--- config.mk ---
export PLATFORM = sky130hd
export DESIGN_NAME = conv_addr_seq
export DESIGN_NICKNAME = d
export VERILOG_FILES = /design/src/rtl/conv_addr_seq.sv
export SDC_FILE = /design/constraint.sdc
export NUM_CORES = 1
export LEC_CHECK = 0
export BUFFER_PORTS_ARGS = -buffer_cell sky130_fd_sc_hd__buf_2
export CORE_MARGIN = 4
export CORE_UTILIZATION = 35
export CTS_CLUSTER_SIZE = 12
export DETAILED_ROUTE_END_ITERATION = 6
export GPL_TIMING_DRIVEN = 0
export MAX_ROUTING_LAYER = met4
export PLACE_DENSITY_LB_ADDON = 0.2
export SLEW_MARGIN = 20
export SYNTH_ARGS = -nofsm -noshare
export SYNTH_HDL_FRONTEND = slang
export SYNTH_SLANG_ARGS = --single-unit
--- constraint.sdc ---
create_clock -name clk -period 5.7 [get_ports clk]
set_clock_uncertainty 0.1 [all_clocks]
set_input_delay 0.57 -clock clk [delete_from_list [all_inputs] [get_ports clk]]
set_output_delay 0.57 -clock clk [all_outputs]
set_load 0.01 [all_outputs]
--- src/rtl/conv_addr_seq.sv ---
module conv_addr_seq #(
  parameter int AW = 4,
  parameter int CW = 4
) (
  input  logic          clk,
  input  logic          rst,
  input  logic          conv_en,
  input  logic          fb_rdy,
  input  logic          fb_set,
  output logic          op,
  output logic [CW-1:0] coef_addr,
  output logic [AW-1:0] mem_x,
  output logic [AW-1:0] mem_y,
  output logic          done
);
  localparam logic [CW-1:0] LAST_TAP = CW'(8);
  localparam logic [AW-1:0] LAST_POS = '1;
  localparam logic [AW:0]   HI_EDGE  = {1'b0, LAST_POS} + 1'b1;

  typedef enum logic [1:0] {S_IDLE, S_RUN, S_WAIT, S_DONE} st_t;

  st_t           st;
  logic [CW-1:0] tap;
  logic [AW-1:0] px, py;
  logic          waiting;

  always_ff @(posedge clk) begin
    if (rst || !conv_en) begin
      st  <= S_IDLE;
      tap <= '0;
      px  <= '0;
      py  <= '0;
    end else begin
      case (st)
        S_IDLE: st <= S_RUN;
        S_RUN: begin
          if (tap == LAST_TAP) begin
            st  <= S_WAIT;
            tap <= '0;
          end else begin
            tap <= tap + 1'b1;
          end
        end
        S_WAIT: begin
          if (fb_rdy && fb_set) begin
            if (px == LAST_POS && py == LAST_POS) begin
              st <= S_DONE;
            end else begin
              st <= S_RUN;
              py <= py + 1'b1;
              if (py == LAST_POS) px <= px + 1'b1;
            end
          end
        end
        default: st <= S_DONE;
      endcase
    end
  end

  logic [CW-1:0] col, row;
  logic [AW:0]   tx, ty, tx_m1, ty_m1;

  assign col   = tap % CW'(3);
  assign row   = tap / CW'(3);
  assign tx    = {1'b0, px} + (AW+1)'(col[1:0]);
  assign ty    = {1'b0, py} + (AW+1)'(row[1:0]);
  assign tx_m1 = tx - 1'b1;
  assign ty_m1 = ty - 1'b1;

  assign mem_x = (tx == '0) ? '0 : (tx > HI_EDGE) ? LAST_POS : tx_m1[AW-1:0];
  assign mem_y = (ty == '0) ? '0 : (ty > HI_EDGE) ? LAST_POS : ty_m1[AW-1:0];

  assign op        = (st == S_RUN);
  assign done      = (st == S_DONE);
  assign waiting   = (st == S_WAIT);
  assign coef_addr = tap;
endmodule


* Word-level counts from Yosys, hierarchy flattened *
Cells that the tools add are included.
W data, S select, Z words.

operators by class
  reductions and logical operators = 10
  multiplexer cells = 9
  div/mod/pow operators = 2
  $lt $le $gt $ge = 2
  add/subtract/negate cells = 7
  bitwise logic cells = 1
  equality and inequality tests = 8

operators by type and width
  kind                   count
  $mux W4                5
  $add A4 B1 Y4 const B  3
  $eq A4 B4 Y1 const B   3
  $add A4 B2 Y5          2
  $gt A5 B5 Y1 const B   2
  $logic_not A5 Y1       2
  $sub A4 B1 Y4 const B  2
  $mux W2                3
  $pmux W2 S3            1
  $div A4 B2 Y4 const B  1
  $eq A2 B2 Y1 const B   2
  $mod A4 B2 Y4 const B  1
  $ne A2 B1 Y1 const B   2
  $reduce_and A4 Y1      1
  $reduce_and A3 Y1      1
  $eq A2 B1 Y1 const B   1
  $logic_and A1 B1 Y1    2
  $logic_not A2 Y1       1
  $reduce_and A2 Y1      1
  $logic_not A1 Y1       1
  $logic_or A1 B1 Y1     1
  $not A1 Y1             1

storage, ports and cells
  output and inout bits = 14
  input bits = 5
  flip-flop bits (word level) = 14

* Depth between registers and ports, before layout *
Gate-level depths: netlist (run 1).

  depth in word-level cells = 5
  mapped depth = 19

* Worst setup path after synthesis (run 1) *
Ideal clock, no wire load.

  path kind = register -> output
  start point = register tap[3], in the netlist coef_addr[3]
  end point = output port mem_x[3]
  required time = 5030 ps
  path slack = 1288 ps
  path buffers = 1
  data arrival time = 3742 ps
  stages on the path, launching flop included = 19
  cell sequence = dfxtp_1 and2b_1 ha_1 inv_1 ha_1 a21bo_2 xnor2_2 ha_1 a21o_1 xnor2_1 ha_1 inv_1 fa_1 ha_1 clkbuf_1 nor4b_1 o21ai_0 o31ai_1 a211o_1

between the ends
  word-level cells in the longest chain between the ends = 5

ends and longest elaborated chain
  item                                                  line    text
  start: declaration                                    23      logic [CW-1:0] tap;
  start signal: assignment                              41      tap <= tap + 1'b1;
  $mod A4 B2 Y4 (*)                                     63      assign col = tap % CW'(3);
  $add A4 B2 Y5 (*)                                     65      assign tx = {1'b0, px} + (AW+1)'(col[1:0]);
  $sub A4 B1 Y4 / $gt A5 B5 Y1 (equally long branches)  67, 70
  $mux W4                                               70      assign mem_x = (tx == '0) ? '0 : (tx > HI_EDGE) ? LAST_POS : tx_m1[AW-1:0];
  $mux W4 (*)                                           70
  end: declaration                                      12      output logic [AW-1:0] mem_x,

Mark *: on every way between the ends. The rest lies on a longest branch, timed or not.

* Final worst setup path (run 1) *
Ends and elaborated chain as after synthesis.

==> run_results.csv, run 1 <==
group,metric,value,unit
global_route,grt_pass1_wl,5.00,mm
clocking,clockBufferDepth,2,
global_route,grt_use_total,11.9,%
logic_synthesis,synth-edff-count,0,
clocking,cts_tree,"done",
floorplanning,die-area,5130,um2
sta,rsz0062_at_grt,"false",
setup_path,cp_max_fo,10,
finish,num-fill-cells,402,
power,p_leak,0.000739,uW
route,via_per_inst,4.99,
floorplanning,std_cell_rows,22,
route,drt-total-wl,2.84,mm
placed_design,dp_hpwl,2.22,mm
floorplanning,start_util,37.3,%
power,p_comb_share,7.3,%
clocking,clk_pin_slew_worst_paths,0.06,ns
clocking,numClockSinks,14,
clocking,cts_resized,0,
clocking,clockRootBuffer,"clkbuf_8",
setup_path,cp.required,5.03,ns
sta,setup_viol,0,
clocking,cts_made_buffers,3,
clocking,cts_hold_buffers,0,
setup_path,endpoint_kind,"output pin",
setup_path,arrival,4.40,ns
global_route,antenna_found_initial,0,
placed_design,gp_congestion,0.756,
power,intPower,151,uW
sta,hold_viol_final,0,
finish,fin_area,1610,um2
sta,whs,0.428,ns
sta,fmax,197,MHz
sta,maxSlewViolCount,0,
finish,final_common_cell,"a21oi_1",
logic_synthesis,ys_warn_count,0,
run,maxCapViolCount,0,
power,seq_power_share,50.9,%
sta,final.period_utilization,89.0,%
power,p_per_area,122,nW/um2
global_route,grt_start_max_net_pins,11,
finish,drive_above_1_share,15.6,%
logic_synthesis,syn_nets,212,
power,power.switching,44.7,uW
route,postRouteAntennaNets,0,
floorplanning,fp.coreArea,3800,um2
logic_synthesis,syn_area_per_cell,7.42,um2
logic_synthesis,async_flop_share,0,%
route,wire_per_inst,10.9,um
setup_path,start_kind,"flip-flop",
power,netSwitchingFraction,22.8,%
logic_synthesis,ys_ff_latch,14,
finish,fin_nets,235,
route,drc,0,
sta,worst_pin_slew,0.456,ns
floorplanning,die_y,71.6,um
power,ir_drop,105,uV
setup_path,critPathKind,"flip-flop to output pin",
floorplanning,ioPinCount,19,
logic_synthesis,ys.flop_type,"dfxtp_1",
route,drt_iter0_drc,37,
logic_synthesis,netlist_area,1420,um2
sta,tns,0,ns
global_route,grt_pass1_vias,1176,
sta,period_needed,5.07,ns
finish,final_core_util,42.4,%
finish,antenna_cells,0,
placed_design,port_buffers,18,
clocking,cts_setup_buffers,0,
outcome,status,"finished clean",
route,first_pass_iters,4,
route,vias,1297,
logic_synthesis,synth-seq-area-share,19.8,%
worst_hold_path,worstHoldPathType,"flip-flop to flip-flop",
power,p_clk_share,41.8,%
sta,slew_headroom,69.6,%
logic_synthesis,synth_cell_type_count,44,
clocking,clock_latency,0.24,ns
finish,syn2layout_area_growth,13.5,%
placed_design,dpl-instance-area,1570,um2
logic_synthesis,syn_inst,191,
clocking,htreeDepth,1,
floorplanning,die_w,71.6,um
global_route,overflow,0,
finish,mostFrequentLayoutCells,"a21oi_1 (24), nor2_1 (21), buf_2 (21)",
-- cell families after synthesis --
| family | synth area share [%] |
|---|---|
| AO/OA/AOI/OAI | 21.4 |
| XOR/XNOR | 4.24 |
| adder cells (fa/ha/maj) | 15.2 |
| buffers and inverters | 6.71 |
| flip-flops | 19.8 |
| multiplexers | 2.47 |
| AND/OR/NAND/NOR | 30.3 |
-- per-stage QoR --
stage	power, uW	setup slack [ns]	cells
finish	196	0.626	260
global route	202	0.269	260
CTS	198	0.606	260
detailed placement	116	0.866	257
global placement	116	0.909	257
floorplan	111	1.29	191
-- final timing paths --
path               to  depth (start not counted)          from  slack, ns
max reg2reg     py[1]                          5         px[1]       4.01
min             px[1]                          2         px[1]       0.43
min reg2reg     px[1]                          2         px[1]       0.43
max          mem_x[3]                         19  coef_addr[3]       0.63
-- power by group through the flow --
| stage | Clock [uW] | Sequential [uW] | Combinational [uW] |
|---|---|---|---|
| 6_report | 81.9 | 99.7 | 14.2 |
| 3_5_place_dp | 0 | 102 | 14.4 |
| 3_3_place_gp | 0 | 102 | 14.3 |
| 2_1_floorplan | 0 | 102 | 9.34 |
| 5_1_grt | 86.0 | 99.8 | 16.4 |
| 4_1_cts | 83.5 | 99.7 | 14.4 |
-- synth_stat cells (2+ instances only) --
library cell	number	area (um2)
a21oi_1	24	120
nor2_1	21	78.8
dfxtp_1	14	280
ha_1	14	175
inv_1	14	52.6
nand2_1	11	41.3
o21ai_0	9	45.0
nand3_1	7	35.0
clkbuf_1	6	22.5
nand2b_1	6	37.5
nor2b_1	4	25.0
nor3_1	4	20.0
o22ai_1	4	25.0
a211o_1	3	26.3
a21o_1	3	22.5
and3_1	3	18.8
buf_2	3	15.0
o31ai_1	3	22.5
xor2_1	3	26.3
and2_2	2	15.0
and3b_1	2	17.5
fa_1	2	40.0
mux2i_1	2	20.0
nand3b_1	2	15.0
nor4b_1	2	17.5
o211ai_1	2	15.0
or3_1	2	12.5
or3b_1	2	17.5
xnor2_1	2	17.5
-- critical path, stage by stage (launching register included) --
cell and delay [ns]:
dfxtp_1 0.47, and2b_1 0.23, ha_1 0.17, inv_1 0.05
ha_1 0.20, a21bo_2 0.28, xnor2_2 0.15, ha_1 0.18
a21o_1 0.22, xnor2_1 0.16, ha_1 0.20, inv_1 0.06
fa_1 0.52, ha_1 0.17, clkbuf_1 0.33, nor4b_1 0.10
o21ai_0 0.16, o31ai_1 0.09, a211o_1 0.29, buf_2 0.13
-- per-layer routing --
metal | track usage (%) | share of wire (%)
met1 | 16.8 | 56
met2 | 17.6 | 42
met3 | 1.26 | 2.1
met4 | 3.76 | 0.60
met5 | - | 0
-- final cells by class --
class,count,area [um2],share of cell area [%]
flip-flops and latches,14,280,17.4
repair buffers,18,90.1,5.60
plain buffers,10,42.5,2.64
well taps,48,60.1,3.73
multi-input cells,153,1040,64.8
clock buffers,3,41.3,2.57
inverters,14,52.6,3.27
-- registers in the layout, summed over array words and instances (netlist names) --
signal     flops
coef_addr      4
py             4
px             4
st             2
Note: power is estimated with default switching activity, not from simulation.
==> run 2: changes to the inputs <==
- ABC_AREA: default -> 1
- CORE_ASPECT_RATIO: default -> 0.7
- CORE_MARGIN: 4 -> default
==> run_results.csv, run 2 <==
group,metric,value,unit
floorplanning,std_cell_rows,18,
setup_path,start_kind,"flip-flop",
sta,setup_viol,0,
finish,mostFrequentLayoutCells,"nand2_1 (69), inv_1 (41), nand3_1 (29)",
logic_synthesis,ys_top_cells_by_count,"nand2_1 (69), inv_1 (41), nand3_1 (29)",
finish,antenna_cells,0,
logic_synthesis,synth-edff-count,0,
logic_synthesis,synth_top_area_share,20.1,%
setup_path,worst-path-stages,25,
setup_path,endpoint_kind,"output pin",
power,p_leak,0.000869,uW
floorplanning,fp.coreArea,3670,um2
setup_path,cp_slowest_stage_delay,0.50,ns
clocking,numClockSinks,14,
placed_design,dpl-instance-area,1540,um2
power,p_per_area,139,nW/um2
sta,maxSlewViolCount,0,
finish,drive_above_1_share,17.0,%
setup_path,worst-path-buf-inv,8,
floorplanning,start_util,37.9,%
worst_hold_path,worstHoldPathType,"flip-flop to flip-flop",
logic_synthesis,ys_warn_count,0,
floorplanning,die_w,77.4,um
logic_synthesis,syn_inst,231,
finish,syn2layout_area_growth,14.9,%
setup_path,cp_top_family,"adder cells",
power,ir_drop,92.7,uV
logic_synthesis,syn_nets,252,
floorplanning,die-area,4240,um2
logic_synthesis,async_flop_share,0,%
clocking,cts_setup_buffers,0,
placed_design,port_buffers,18,
global_route,grt_pass1_vias,1111,
placed_design,dp_hpwl,2.35,mm
clocking,cts_hold_buffers,0,
setup_path,reg2reg_setup_slack,4.24,ns
finish,final_core_util,43.6,%
setup_path,arrival,3.71,ns
route,drt_iter0_drc,75,
floorplanning,die_y,54.8,um
logic_synthesis,ys.flop_type,"dfxtp_1",
sta,period_needed,4.38,ns
sta,fmax,229,MHz
setup_path,cp.required,5.03,ns
logic_synthesis,ys_ff_latch,14,
sta,hold_viol_final,0,
sta,final.period_utilization,76.8,%
placed_design,gp_congestion,0.802,
sta,tns,0,ns
power,finalPower,222,uW
sta,worst_pin_slew,0.396,ns
finish,fin_area,1600,um2
finish,final_common_cell,"nand2_1",
logic_synthesis,synthTopCellsByArea,"dfxtp_1 (20%), nand2_1 (19%), ha_1 (13%)",
setup_path,cp_max_fo,6,
clocking,clk_pin_slew_worst_paths,0.06,ns
route,wire_per_inst,9.24,um
global_route,overflow,0,
route,vias,1320,
route,first_pass_iters,4,
sta,whs,0.433,ns
setup_path,slowest_stage,"fa_1",
setup_path,rr_worst_depth,8,
sta,slew_headroom,73.6,%
outcome,status,"finished clean",
clocking,cts_resized,0,
worst_hold_path,min_path_cells,2,
logic_synthesis,yosysTopAreaCell,"dfxtp_1",
global_route,grt_start_max_net_pins,11,
global_route,antenna_found_initial,0,
clocking,cts_made_buffers,3,
finish,fin_nets,275,
clocking,clockRootBuffer,"clkbuf_8",
route,drc,0,
route,drt-total-wl,2.80,mm
sta,rsz0062_at_grt,"false",
route,via_per_inst,4.36,
logic_synthesis,synth_cell_type_count,20,
setup_path,critPathKind,"flip-flop to output pin",
logic_synthesis,syn_area_per_cell,6.02,um2
logic_synthesis,synth.most_common_cell,"nand2_1",
global_route,grt_pass1_wl,4.91,mm
clocking,clockBufferDepth,2,
clocking,cts_tree,"done",
logic_synthesis,netlist_area,1390,um2
global_route,grt_use_total,15.6,%
clocking,clock_latency,0.25,ns
logic_synthesis,synth-seq-area-share,20.1,%
floorplanning,ioPinCount,19,
clocking,htreeDepth,1,
run,maxCapViolCount,0,
route,postRouteAntennaNets,0,
-- run 2: final timing paths --
kind / start / to
hold / removal: py[3] / py[3]
setup / recovery: coef_addr[2] / mem_x[0]
hold reg to reg: py[3] / py[3]
setup reg to reg: py[0] / py[0]
-- run 2: worst register-to-register path, cell delays in order, from the launching register on --
cell and delay [ns]:
dfxtp_1 0.41, ha_1 0.22, nand3_2 0.11, inv_2 0.12, nand2_2 0.08, nand2_2 0.10, inv_2 0.06, nor2_1 0.11
nor2_2 0.05
-- run 2: layout make-up --
type | count | area (um2)
sequential | 14 | 280
clock buffer | 4 | 55.1
buffer | 2 | 15.0
multi-input combinational | 169 | 923
tap | 50 | 62.6
timing repair buffer | 18 | 90.1
inverter | 46 | 173
fill | 411 | 2070
-- run 2: power by group --
group | internal, uW | total (uW) | switching [uW]
Clock | 61.2 | 97.4 | 36.2
Combinational | 8.49 | 23.4 | 14.9
Sequential | 99.0 | 101 | 1.70
Total | 169 | 222 | 52.7
-- run 2: through the flow --
stage          cells  setup slack, ns
2_1_floorplan    231             1.97
3_5_place_dp     299             1.57
5_1_grt          303            0.916
6_report         303             1.32
4_1_cts          303             1.29
3_3_place_gp     299             1.59
-- run 2: logic make-up after synthesis --
logic type / count (synthesis) / synth area share, %
and+or+nand+nor: 137 / 44.0
buffers and inverters: 48 / 13.5
xor gates and xnor gates: 3 / 1.89
DFF: 14 / 20.1
AOI/OAI and AO/OA: 13 / 5.04
adders and majority gates: 16 / 15.5
-- run 2: layer usage --
layer | wire (um) | vias up | part of all wire, % | track usage [%]
met5 | 0 | - | 0 | -
met4 | 21 | 0 | 0.75 | 3.77
met3 | 120 | 4 | 4.3 | 4.00
met2 | 1000 | 20 | 36 | 21.5
met1 | 1650 | 538 | 59 | 22.2
li1 | - | 758 | - | -
==> run 3: changes to the inputs <==
- clock period: 5.7 -> 3.9 ns (I/O delays scaled with it)
==> run_results.csv, run 3 (synthesis results as in run 2) <==
group,metric,value,unit
floorplanning,die_y,54.8,um
sta,rsz0062_at_grt,"true",
finish,syn2layout_area_growth,30.5,%
clocking,clock_latency,0.25,ns
route,vias,1414,
global_route,grtUsageMet1,22.8,%
finish,ff_latch_area,290,um2
global_route,grt_start_max_net_pins,11,
route,postRouteAntennaNets,0,
global_route,grt_use_total,16.1,%
setup_path,cp_max_fo,5,
floorplanning,die-area,4240,um2
floorplanning,std_cell_rows,18,
outcome,status,"finished clean",
finish,final_common_cell,"nand2_1",
placed_design,dp_hpwl,2.35,mm
route,first_pass_iters,4,
sta,slew_headroom,72.8,%
route,drc,0,
floorplanning,start_util,37.9,%
finish,mostFrequentLayoutCells,"nand2_1 (65), inv_1 (31), nand3_1 (26)",
global_route,antenna_found_initial,0,
clocking,clockRootBuffer,"clkbuf_8",
clocking,clk_pin_slew_worst_paths,0.06,ns
sta,fmax,268,MHz
route,wire_per_inst,9.95,um
finish,multi_input_area,1040,um2
floorplanning,fp.coreArea,3670,um2
setup_path,cp_slowest_stage_delay,0.55,ns
placed_design,port_buffers,18,
global_route,gr-usage-met3,4.17,%
sta,setup_viol,0,
sta,period_needed,3.73,ns
power,ir_drop,137,uV
clocking,htreeDepth,1,
power,p_leak,0.000938,uW
global_route,met2_usage,22.3,%
clocking,cts_tree,"done",
setup_path,critPathKind,"flip-flop to output pin",
finish,fin_nets,286,
route,drt-total-wl,3.13,mm
sta,maxSlewViolCount,0,
finish,drive_above_1_share,31.4,%
power,p_per_area,181,nW/um2
floorplanning,die_w,77.4,um
setup_path,start_kind,"flip-flop",
sta,hold_viol_final,0,
run,maxCapViolCount,0,
setup_path,crit_top_cell,"inv_2",
sta,whs,0.362,ns
route,via_per_inst,4.50,
setup_path,arrival,3.24,ns
global_route,overflow,0,
placed_design,dpl-instance-area,1540,um2
clocking,cts_hold_buffers,0,
global_route,grt-busiest-layer,"met1",
placed_design,dp_worst_setup_slack,-0.0482,ns
clocking,cts_made_buffers,3,
clocking,clockBufferDepth,2,
worst_hold_path,worstHoldPathType,"primary input to flip-flop",
floorplanning,ioPinCount,19,
setup_path,endpoint_kind,"output pin",
sta,final.period_utilization,95.6,%
route,drt_iter0_drc,82,
setup_path,slowest_stage,"fa_1",
finish,fin_area,1820,um2
placed_design,gp_congestion,0.802,
sta,worst_pin_slew,0.407,ns
global_route,grt_pass1_wl,5.06,mm
sta,setup_ws,0.171,ns
global_route,grt_pass1_vias,1135,
clocking,numClockSinks,14,
finish,antenna_cells,0,
finish,num-fill-cells,380,
setup_path,cp.required,3.41,ns
[run 3: cell count changes in the layout (fill, tap and decap cells not counted), sizes merged]
cell,before,now
buf,20,31
[run 3: final cells by class]
cell class / count / share of cell area (%)
repair buffers: 29 / 9.51
multi-input cells: 169 / 57.4
inverters: 46 / 9.79
well taps: 50 / 3.45
clock buffers: 4 / 3.03
flip-flops and latches: 14 / 16.0
plain buffers: 2 / 0.827
[run 3: stage by stage]
step | util (%) | TNS (ns) | power (uW) | cells
2_1_floorplan | - | 0 | 173 | 231
3_3_place_gp | 42.1 | -0.0827 | 185 | 299
3_5_place_dp | 42.1 | -0.133 | 185 | 299
4_1_cts | 45.1 | 0 | 331 | 307
5_1_grt | 49.5 | -0.161 | 348 | 314
6_report | 49.5 | 0 | 329 | 314
[run 3: path summary, 6_finish.rpt]
check,slack (ns),startpoint,cells after the start,endpoint
max,0.17,coef_addr[3],26,mem_x[2]
max reg2reg,2.38,py[0],8,py[0]
min reg2reg,0.44,py[3],2,py[3]
min,0.36,rst,4,px[0]
[run 3: critical path, delay by kind of cell, from the launching register on]
family / cells / cell delay, ns
buffers and inverters: 10 / 0.68
flip-flops: 1 / 0.33
AND/OR/NAND/NOR: 10 / 0.70
adder cells (fa/ha/maj): 6 / 1.29
[run 3: metal layers]
metal	wire length (um)	part of all wire [%]
met5	0	0
met4	21	0.67
met3	131	4.2
met2	1180	38
met1	1790	57
[run 3: what timing repair did]
action / in CTS / in global routing
setup buffers: 4 / 7
hold endpoints to repair: 0 / 0
resized for setup: 10 / 32
cloned: 0 / 0
endpoints found under the setup margin: 8 / 8
pin swaps: 6 / 14
[run 3: report_power, final]
group	total, uW	internal, uW	switching (uW)	leakage [uW]
Combinational	40.3	16.2	24.1	0.000794
Clock	142	89.5	53.0	0.0000288
Sequential	147	144	3.00	0.000116
Total	329	249	80.1	0.000938
